===== config.mk =====
export PLATFORM = sky130hd
export DESIGN_NAME = dbgvis_mirror
export DESIGN_NICKNAME = d
export VERILOG_FILES = /design/src/rtl/dbgvis_pkg.sv /design/src/rtl/dbgvis_cfg_reg.sv /design/src/rtl/dbgvis_attr_mirror.sv /design/src/rtl/dbgvis_data_ctl.sv /design/src/rtl/dbgvis_mirror.sv
export SDC_FILE = /design/constraint.sdc
export NUM_CORES = 1
export LEC_CHECK = 0
export BUFFER_PORTS_ARGS = -buffer_cell sky130_fd_sc_hd__buf_2
export CAP_MARGIN = 10
export CORE_ASPECT_RATIO = 1.5
export CORE_UTILIZATION = 47
export CTS_CLUSTER_DIAMETER = 30
export DETAILED_ROUTE_END_ITERATION = 8
export PLACE_DENSITY_LB_ADDON = 0.25
export SLEW_MARGIN = 10
export SYNTH_ARGS = -nofsm -noshare
export SYNTH_HDL_FRONTEND = slang
export SYNTH_SLANG_ARGS = --single-unit
export TNS_END_PERCENT = 5

===== constraint.sdc =====
create_clock -name clk -period 2.5 [get_ports clk]
set_input_delay 0.125 -clock clk [delete_from_list [all_inputs] [get_ports clk]]
set_output_delay 0.125 -clock clk [all_outputs]
set_load 0.1 [all_outputs]

===== src/rtl/dbgvis_pkg.sv =====
package dbgvis_pkg;
  localparam int CFG_W  = 2;
  localparam int FC_W   = 3;
  localparam int SIZE_W = 2;

  typedef logic [CFG_W-1:0] cfg_t;

  // Any nonzero enable field turns full visibility on.
  function automatic logic show_enabled(input cfg_t cfg);
    return |cfg;
  endfunction

  // A cycle may drive data once it is a write, or a read with valid data.
  function automatic logic data_ready(input logic is_read, input logic rd_ok);
    return !is_read || rd_ok;
  endfunction
endpackage


===== src/rtl/dbgvis_cfg_reg.sv =====
module dbgvis_cfg_reg
  import dbgvis_pkg::*;
(
  input  logic clk,
  input  logic rst_n,
  input  logic we,
  input  cfg_t wdata,
  output cfg_t q
);
  always_ff @(posedge clk or negedge rst_n) begin
    if (!rst_n)  q <= '0;
    else if (we) q <= wdata;
  end
endmodule


===== src/rtl/dbgvis_attr_mirror.sv =====
module dbgvis_attr_mirror
  import dbgvis_pkg::*;
#(
  parameter int AW = 32
) (
  input  logic              clk,
  input  logic              rst_n,
  input  logic [AW-1:0]     in_addr,
  input  logic [FC_W-1:0]   in_fc,
  input  logic [SIZE_W-1:0] in_size,
  input  logic              in_rw,
  output logic [AW-1:0]     out_addr,
  output logic [FC_W-1:0]   out_fc,
  output logic [SIZE_W-1:0] out_size,
  output logic              out_rw
);
  always_ff @(posedge clk or negedge rst_n) begin
    if (!rst_n) begin
      out_addr <= '0;
      out_fc   <= '0;
      out_size <= '0;
      out_rw   <= 1'b1;
    end else begin
      out_addr <= in_addr;
      out_fc   <= in_fc;
      out_size <= in_size;
      out_rw   <= in_rw;
    end
  end
endmodule


===== src/rtl/dbgvis_data_ctl.sv =====
module dbgvis_data_ctl
  import dbgvis_pkg::*;
#(
  parameter int DW = 32
) (
  input  logic          clk,
  input  logic          rst_n,
  input  logic          en,
  input  logic          strb,
  input  logic          is_read,
  input  logic          rd_valid,
  input  logic [DW-1:0] wdata,
  input  logic [DW-1:0] rdata,
  output logic          ds,
  output logic          strb_oe,
  output logic [DW-1:0] data,
  output logic          data_oe,
  output logic          drv_now,
  output logic          drv_prev
);
  logic          rd_seen;
  logic          rd_ok;
  logic          hold_tail;
  logic [DW-1:0] data_q;
  logic          oe_q;

  assign rd_ok     = rd_valid || rd_seen;
  assign drv_now   = en && strb && data_ready(is_read, rd_ok);
  assign hold_tail = en && drv_prev && !strb;

  always_ff @(posedge clk or negedge rst_n) begin
    if (!rst_n) begin
      rd_seen  <= 1'b0;
      drv_prev <= 1'b0;
      data_q   <= '0;
      oe_q     <= 1'b0;
      ds       <= 1'b0;
      strb_oe  <= 1'b0;
    end else begin
      rd_seen  <= strb && is_read && rd_ok;
      drv_prev <= drv_now;
      oe_q     <= drv_now || hold_tail;
      ds       <= en && strb;
      strb_oe  <= en;
      if (drv_now) data_q <= is_read ? rdata : wdata;
    end
  end

  assign data    = oe_q ? data_q : '0;
  assign data_oe = oe_q;
endmodule


===== src/rtl/dbgvis_mirror.sv =====
module dbgvis_mirror
  import dbgvis_pkg::*;
#(
  parameter int AW = 32,
  parameter int DW = 32
) (
  input  logic              clk,
  input  logic              rst_n,
  input  logic              cfg_we,
  input  logic [1:0]        cfg_wdata,
  output logic [1:0]        cfg_rdata,
  input  logic [AW-1:0]     ib_addr,
  input  logic [2:0]        ib_fc,
  input  logic [1:0]        ib_size,
  input  logic              ib_rw,
  input  logic              ib_strb,
  input  logic              ib_rd_valid,
  input  logic [DW-1:0]     ib_wdata,
  input  logic [DW-1:0]     ib_rdata,
  output logic [AW-1:0]     ext_addr,
  output logic [2:0]        ext_fc,
  output logic [1:0]        ext_size,
  output logic              ext_rw,
  output logic              ext_as,
  output logic              ext_ds,
  output logic              ext_strb_oe,
  output logic [DW-1:0]     ext_data,
  output logic              ext_data_oe
);
  cfg_t cfg_q;
  logic show_on;
  logic drv_now_w;
  logic drv_prev_w;

  dbgvis_cfg_reg u_cfg (
    .clk(clk), .rst_n(rst_n), .we(cfg_we), .wdata(cfg_wdata), .q(cfg_q)
  );

  assign cfg_rdata = cfg_q;
  assign show_on   = show_enabled(cfg_q);

  dbgvis_attr_mirror #(.AW(AW)) u_attr (
    .clk(clk), .rst_n(rst_n),
    .in_addr(ib_addr), .in_fc(ib_fc), .in_size(ib_size), .in_rw(ib_rw),
    .out_addr(ext_addr), .out_fc(ext_fc), .out_size(ext_size), .out_rw(ext_rw)
  );

  dbgvis_data_ctl #(.DW(DW)) u_data (
    .clk(clk), .rst_n(rst_n), .en(show_on), .strb(ib_strb),
    .is_read(ib_rw), .rd_valid(ib_rd_valid),
    .wdata(ib_wdata), .rdata(ib_rdata),
    .ds(ext_ds), .strb_oe(ext_strb_oe),
    .data(ext_data), .data_oe(ext_data_oe),
    .drv_now(drv_now_w), .drv_prev(drv_prev_w)
  );

  // Mirrored cycles never present an address strobe.
  assign ext_as = 1'b0;
endmodule


==> Word-level counts from Yosys, hierarchy flattened <==
Cells that the tools add are included.
{ "classes": {"n_mux": 2, "reduce_logical": 12} }
{ "ops": {"columns": ["op", "n"], "rows": [
  ["$mux 32", 2],
  ["$logic_and 1x1->1", 6],
  ["$logic_or 1x1->1", 3],
  ["$logic_not 1->1", 2],
  ["$reduce_or 2->1", 1]
]} }
{ "totals": {"regBits": 77, "wordCells": 25, "in_bits": 109} }

==> Logic depth before layout (Yosys ltp) <==
Gate-level depths: netlist of the first run.
{ "logic_depth": {"ltp_word": 4, "depth_mapped": 4, "ltp_nobuf": 3} }

==> Hierarchy <==
A second synthesis of the first run with hierarchy kept.
{ "unflattened": {"hier_cells": 196, "hier_area_um2": 3256.9} }
{ "by_module_without_submodules": {"columns": ["module", "seq_area_each_um2", "instances", "cells_each", "area_each_um2"], "rows": [
  ["dbgvis_data_ctl", 925.9, 1, 151, 2214.6],
  ["dbgvis_attr_mirror", 952.2, 1, 38, 952.2],
  ["dbgvis_cfg_reg", 50.0, 1, 4, 72.6],
  ["dbgvis_mirror", 0.0, 1, 3, 17.5]
]} }

==> Least setup slack after synthesis of the first run <==
No wires, ideal clock.
{ "synth_timing": {"kind": "flip-flop to output port", "from": "reg u_data.oe_q, in the netlist u_data.data_oe", "to": "out ext_data[0]", "path_slack_ns": 0.391, "arrival_ns": 1.984, "stages_incl_launch_ff": 3, "path_cell_list": "dfrtp_1 clkbuf_1 and2_1"} }
{ "synth_via": {"elab_chain_cells": 1} }
{ "synth_lines": {"columns": ["element", "line_no", "source"], "rows": [
  ["from (decl)", "dbgvis_data_ctl.sv:25", "logic oe_q;"],
  ["from (signal assigned)", "dbgvis_data_ctl.sv:42", "oe_q <= drv_now || hold_tail;"],
  ["$mux 32", "dbgvis_data_ctl.sv:49", "assign data = oe_q ? data_q : '0;"],
  ["to (decl)", "dbgvis_mirror.sv:27", "output logic [DW-1:0] ext_data,"]
]} }
Every way passes these cells.

==> Worst setup path in the final report of the first run <==
{ "layout_timing": {"from": "reg u_data.oe_q, in the netlist u_data.data_oe", "to": "out ext_data[10]"} }
Same word-level chain as after synthesis.

==> flow_summary.ini, run 1 <==
[yosys]
synth-main-ff-cell = dfrtp_1
synth_top_area_frac = 0.5802
ys.warnings.count = 0
ys_top_cells_by_count = dfrtp_1, mux2_4, and2_1
synth-async-reset-ratio = 1.000
syn_area_um2 = 3278
yosysSeqAreaShare = 0.5882
synth-seq-cells = 77
netlist_instances = 196
syn_avg_cell_area_um2 = 16.73
synth_edf_count = 0
synth_area_leaders = dfrtp_1, mux2_4, and2_1, mux2_2, buf_12
synth_cell_types = 19
syn_nets = 305
synth.most_common_cell = dfrtp_1
synth_top_cell_by_area = dfrtp_1

[clock_tree]
cts-buffers-inserted = 9
cts_tree = yes
cts.sinks = 77
insertion_delay_ps = 340
cts_setup_buffers = 0
clk_path_buf_depth = 2
root_buffer = clkbuf_8
clkTransAtPathRegs_ps = 80
htreeDepth = 3

[final_layout]
layout.nets = 530
drive_gt1_frac = 0.6432
n_antenna_cell = 0
instances_no_fill = 502
syn_to_final_growth_pct = 45.57

[routing]
dr_total_vias = 2331
drc = 0
via_per_inst = 4.643
routed_wl_um = 7978
drt_first_iter_violations = 75
drt-wirelength-per-cell_um = 15.89
ant_nets = 0
drtPass1Iterations = 4

[power]
powerDensity_nw_per_um2 = 823.1
p_total_mw = 3.928
ir_worst_vdd_mv = 0.5104
clock_power_share = 0.235
switchingPower_mw = 1.619
p_int_mw = 2.309
pwr-share-comb = 0.387
swShare = 0.4122
power_frac_seq = 0.379
power.leakage_nw = 2.532

[place]
dp_cells = 448
port_buffers = 183
routabilityCongestion = 0.7369
dp_hpwl_um = 5117

[sta]
skew_ps = 8.923
tns_ps = 0
slew_viol_final = 0
rsz0062_at_grt = false
hold_violations = 0
fmax_mhz = 528.3
worstMarginPinSlew_ps = 927.5
setup_viol = 0
fin_crit_sh = 0.7572
finalCriticalPeriod_ps = 1893
slew_headroom = 0.3817

[floorplan]
coreArea_um2 = 6621
start_util = 0.4951
die_w_um = 70.19
die-area_um2 = 7320
die_y_um = 104.3
ios = 185
num_rows = 36

[global_routing]
grt_pass1_vias = 2541
grt_pass1_wl_um = 12620
grt_max_degree = 78
antenna_found_initial = 0
grt.overflow.total = 0
track_usage = 0.2243

[min_path]
worst_hold_path.endpoint = u_cfg.q[0]
hp-class = input port to register
hp-start = cfg_wdata[0]
worstHoldPathCells = 2

[worst_setup_path]
critPathMaxFanout = 22
ff2ff_setup_slack_ps = 1040
critical_path_required_ps = 2380
worstPathArrival_ps = 1770
rr_worst_depth = 4
r2r-start = u_cfg.q[1]
end_kind = output pin
worstSetupPathType = register to output pin
cp-start-kind = register
regToRegEndpoint = u_data.data_q[22]

[job]
maxCapViolCount = 0

[status]
outcome = finished, final reports clean
==> power by group through the flow <==
| stage | clock network (mW) | logic (mW) | registers [mW] |
|---|---|---|---|
| final | 0.922 | 1.52 | 1.49 |
| after global routing | 1.00 | 1.57 | 1.51 |
| after CTS | 0.943 | 1.52 | 1.48 |
| after detailed placement | 0 | 1.48 | 1.50 |
| after global placement | 0 | 1.46 | 1.50 |
| after floorplan | 0 | 0.933 | 1.77 |
==> per-stage QoR <==
step / utilization / setup WS [ps] / hold WS (ps) / area [um2]
final: 0.7207 / 607.1 / 22.57 / 4772
after global routing: 0.7207 / 501.0 / 17.80 / 4772
after CTS: 0.7207 / 584.8 / 13.50 / 4772
after detailed placement: 0.6334 / 728.6 / 234.4 / 4194
after global placement: 0.6334 / 789.0 / 233.1 / 4194
after floorplan: - / 390.6 / -170.6 / 3278
==> metal layers <==
metal | routed length (um) | track usage | vias up
met5 | 0 | 0 | -
met4 | 96 | 0.08000 | 0
met3 | 527 | 0.04942 | 9
met2 | 4138 | 0.4045 | 134
met1 | 3215 | 0.2563 | 1092
li1 | - | - | 1096
==> layout make-up <==
cell class | count | area (um2)
Timing Repair Buffer | 225 | 1329
Sequential cell | 77 | 1928
Fill cell | 437 | 1849
Tap cell | 76 | 95.09
Inverter | 2 | 7.507
Clock inverter | 6 | 70.07
Multi-Input combinational cell | 106 | 1215
Clock buffer | 10 | 127.6
==> sequential cells by signal (all words and copies together) (netlist names) <==
signal / flops
u_data.data_q: 32
u_attr.out_fc: 3
u_attr.out_size: 2
u_data.drv_prev: 1
u_data.data_oe: 1
u_attr.out_addr: 32
u_data.rd_seen: 1
u_attr.out_rw: 1
u_data.ds: 1
u_data.strb_oe: 1
u_cfg.q: 2
==> critical path, stage by stage, from the launching register on <==
cell and delay [ps]:
dfrtp_1 520, buf_4 310, and2_1 170, buf_2 420
==> how the worst max path moves through the flow <==
stage | slack, ps | depth (start not counted) | start | end
detailed placement | 730 | 4 | ib_rw | u_data.data_q[29]
CTS | 580 | 3 | u_data.data_oe | ext_data[10]
global route | 500 | 3 | u_data.data_oe | ext_data[25]
global placement | 790 | 4 | ib_rw | u_data.data_q[20]
floorplan | 390 | 2 | u_data.data_oe | ext_data[0]
finish | 610 | 3 | u_data.data_oe | ext_data[10]
==> kinds of logic (layout without fill, tap and decap cells) <==
| kind of cell | after synthesis | in the layout | share of synthesized area |
|---|---|---|---|
| DFF | 77 | 77 | 0.5882 |
| muxes | 66 | 66 | 0.2920 |
| and+or+nand+nor | 36 | 36 | 0.06718 |
| buffers and inverters | 13 | 243 | 0.04122 |
| AOI/OAI and AO/OA | 3 | 3 | 0.01031 |
| other | 1 | 1 | 0.001144 |
==> timing repair <==
item,in CTS,in global routing
hold buffers,38,0
endpoints found under the setup margin,0,0
resized for setup,0,0
endpoints found under the hold margin,113,0
==> layout by cell type, fill, tap and decap left out, types with 2 or more instances in the layout <==
| cell type | netlist | layout |
|---|---|---|
| mux2_2 | 9 | 9 |
| inv_1 | 2 | 2 |
| clkinvlp_4 | 0 | 3 |
| buf_4 | 1 | 5 |
| inv_6 | 0 | 2 |
| and2_1 | 32 | 32 |
| buf_2 | 0 | 182 |
| dfrtp_1 | 76 | 76 |
| dlygate4sd3_1 | 0 | 38 |
| mux2_4 | 57 | 57 |
| clkbuf_8 | 0 | 9 |
(Power assumes the default switching activity.)
==> run 2: changes to the inputs <==
--- a/config.mk
+++ b/config.mk
@@ -5,10 +5,11 @@
 export SDC_FILE = /design/constraint.sdc
 export NUM_CORES = 1
 export LEC_CHECK = 0
+export ABC_AREA = 1
 export BUFFER_PORTS_ARGS = -buffer_cell sky130_fd_sc_hd__buf_2
 export CAP_MARGIN = 10
 export CORE_ASPECT_RATIO = 1.5
-export CORE_UTILIZATION = 47
+export CORE_UTILIZATION = 44
 export CTS_CLUSTER_DIAMETER = 30
 export DETAILED_ROUTE_END_ITERATION = 8
 export PLACE_DENSITY_LB_ADDON = 0.25
==> constraint.sdc (replaced) <==
create_clock -name clk -period 1.8 [get_ports clk]
set_input_delay 0.09 -clock clk [delete_from_list [all_inputs] [get_ports clk]]
set_output_delay 0.09 -clock clk [all_outputs]
set_load 0.1 [all_outputs]
==> flow_summary.ini, run 2 <==
[final_layout]
top_regs = u_attr.out_addr (32), u_data.data_q (32), u_attr.out_fc (3)
syn_to_final_growth_pct = 49.35
drive_gt1_frac = 0.3598
n_antenna_cell = 0
final_common_cell = nand2_1
fillers = 545
final_cell_mix = nand2_1, buf_2, dfrtp_1
layout.nets = 696

[place]
port_buffers = 183
dp_hpwl_um = 5633
routabilityCongestion = 0.7254

[floorplan]
die_w_um = 71.46
die-area_um2 = 7588
start_util = 0.4586
ios = 185
coreArea_um2 = 6944
die_y_um = 106.2
num_rows = 37

[clock_tree]
cts-buffers-inserted = 9
htreeDepth = 3
clkTransAtPathRegs_ps = 70
cts.sinks = 77
cts_tree = yes
clk_path_buf_depth = 2
root_buffer = clkbuf_8
insertion_delay_ps = 340

[sta]
tns_ps = 0
fmax_mhz = 587.7
skew_ps = 2.743
worstMarginPinSlew_ps = 501.0
finalCriticalPeriod_ps = 1701
rsz0062_at_grt = false
holdWs_ps = 27.65
slew_headroom = 0.6660
setup_viol = 0
hold_violations = 0
slew_viol_final = 0
fin_crit_sh = 0.9453

[yosys]
syn_avg_cell_area_um2 = 8.653
synth_edf_count = 0
syn_nets = 477
synth_area_leaders = dfrtp_1, nand2_1, nand3_1, inv_1, buf_4
ys_top_cells_by_count = nand2_1, dfrtp_1, inv_1
netlist_instances = 368
syn_area_um2 = 3184
synth_top_cell_by_area = dfrtp_1
synth_cell_types = 18
synth.most_common_cell = nand2_1
ys.warnings.count = 0
synth-main-ff-cell = dfrtp_1
yosysSeqAreaShare = 0.6055
synth-seq-cells = 77
synth_top_area_frac = 0.5972
synth-async-reset-ratio = 1.000

[power]
power.leakage_nw = 2.947
ir_worst_vdd_mv = 0.6823
p_total_mw = 5.216
powerDensity_nw_per_um2 = 1097

[worst_setup_path]
end_kind = output pin
critical_path_required_ps = 1710
worstPathArrival_ps = 1610
worstSetupPathType = register to output pin
critPathMaxFanout = 20
cp-start-kind = register

[routing]
drtPass1Iterations = 4
drt-wirelength-per-cell_um = 13.00
drc = 0
dr_total_vias = 3059
routed_wl_um = 8710
via_per_inst = 4.566
drt_first_iter_violations = 113
ant_nets = 0

[global_routing]
track_usage = 0.2427
grt.overflow.total = 0
grt_max_degree = 41
grt_pass1_vias = 3112
antenna_found_initial = 0
grt_pass1_wl_um = 14030

[status]
outcome = finished, final reports clean

[min_path]
hp-class = input port to register

[job]
maxCapViolCount = 0
-- run 2: cell count changes in the layout (fill, tap and decap cells not counted), sizes merged, moves of 3 or more --
cell	previous run	this run
clkinvlp	3	0
nand3	0	33
inv	4	37
dlygate4sd3	38	41
mux2	66	2
and2	32	0
nand2	1	195
-- run 2: layout make-up --
cell class | instances | area (um2) | share of cell area
Sequential cell | 77 | 1929 | 0.4057
Inverter | 36 | 137.6 | 0.02894
Clock inverter | 5 | 82.58 | 0.01736
Timing Repair Buffer | 228 | 1386 | 0.2915
Clock buffer | 11 | 141.4 | 0.02973
Multi-Input combinational cell | 235 | 980.9 | 0.2063
Tap cell | 78 | 97.59 | 0.02052
-- run 2: metal layers --
metal / up-vias / wire (um) / GRT usage / share of wire
met5: - / 0 / 0 / 0
met4: 0 / 118 / 0.08543 / 0.014
met3: 10 / 597 / 0.06351 / 0.069
met2: 141 / 4694 / 0.4537 / 0.54
met1: 1381 / 3300 / 0.2575 / 0.38
li1: 1527 / - / - / -
-- run 2: final timing paths --
path	cells past startpoint	startpoint	slack, ps	endpoint
worst max register to register	5	u_data.rd_seen	370	u_data.data_q[8]
worst max-delay path	4	u_data.data_oe	100	ext_data[11]
worst min register to register	2	u_data.data_q[10]	470	u_data.data_q[10]
worst min-delay path	2	cfg_we	30	u_cfg.q[0]
max in group asynchronous	3	rst_n	910	u_attr.out_rw
min in group asynchronous	2	rst_n	270	u_cfg.q[0]
-- run 2: power breakdown --
part           total [mW]  internal (mW)  switching (mW)
Clock                1.42          0.824           0.595
Sequential           2.03           1.92           0.106
Combinational        1.77          0.375            1.39
-- run 2: cells by family after synthesis --
kind of cell  share of synthesized area
other cells                    0.001178
mux                            0.007072
flops                            0.6055
simple gates                     0.2998
buf+inv                         0.08644
-- run 2: critical path, stage by stage (launching register included) --
cell and delay [ps]:
dfrtp_2 540, buf_12 200, nand2_1 70, inv_1 50, buf_2 410
-- run 2: what timing repair did --
item | 4_1_cts | 5_1_grt
hold buffers | 41 | 0
gates resized for setup | 0 | 1
setup buffers | 0 | 0
hold endpoints to repair | 78 | 0
setup endpoints to repair | 0 | 1
-- run 2: through the flow --
| stage | util | area [um2] | cells | worst slack [ps] |
|---|---|---|---|---|
| 6_report | 0.6849 | 4756 | 670 | 98.50 |
| 5_1_grt | 0.6849 | 4756 | 670 | 0.7789 |
| 4_1_cts | 0.6845 | 4753 | 670 | 44.79 |
| 3_5_place_dp | 0.5932 | 4119 | 613 | 377.0 |
| 3_3_place_gp | 0.5932 | 4119 | 613 | 438.6 |
| 2_1_floorplan | - | 3186 | 368 | 34.35 |
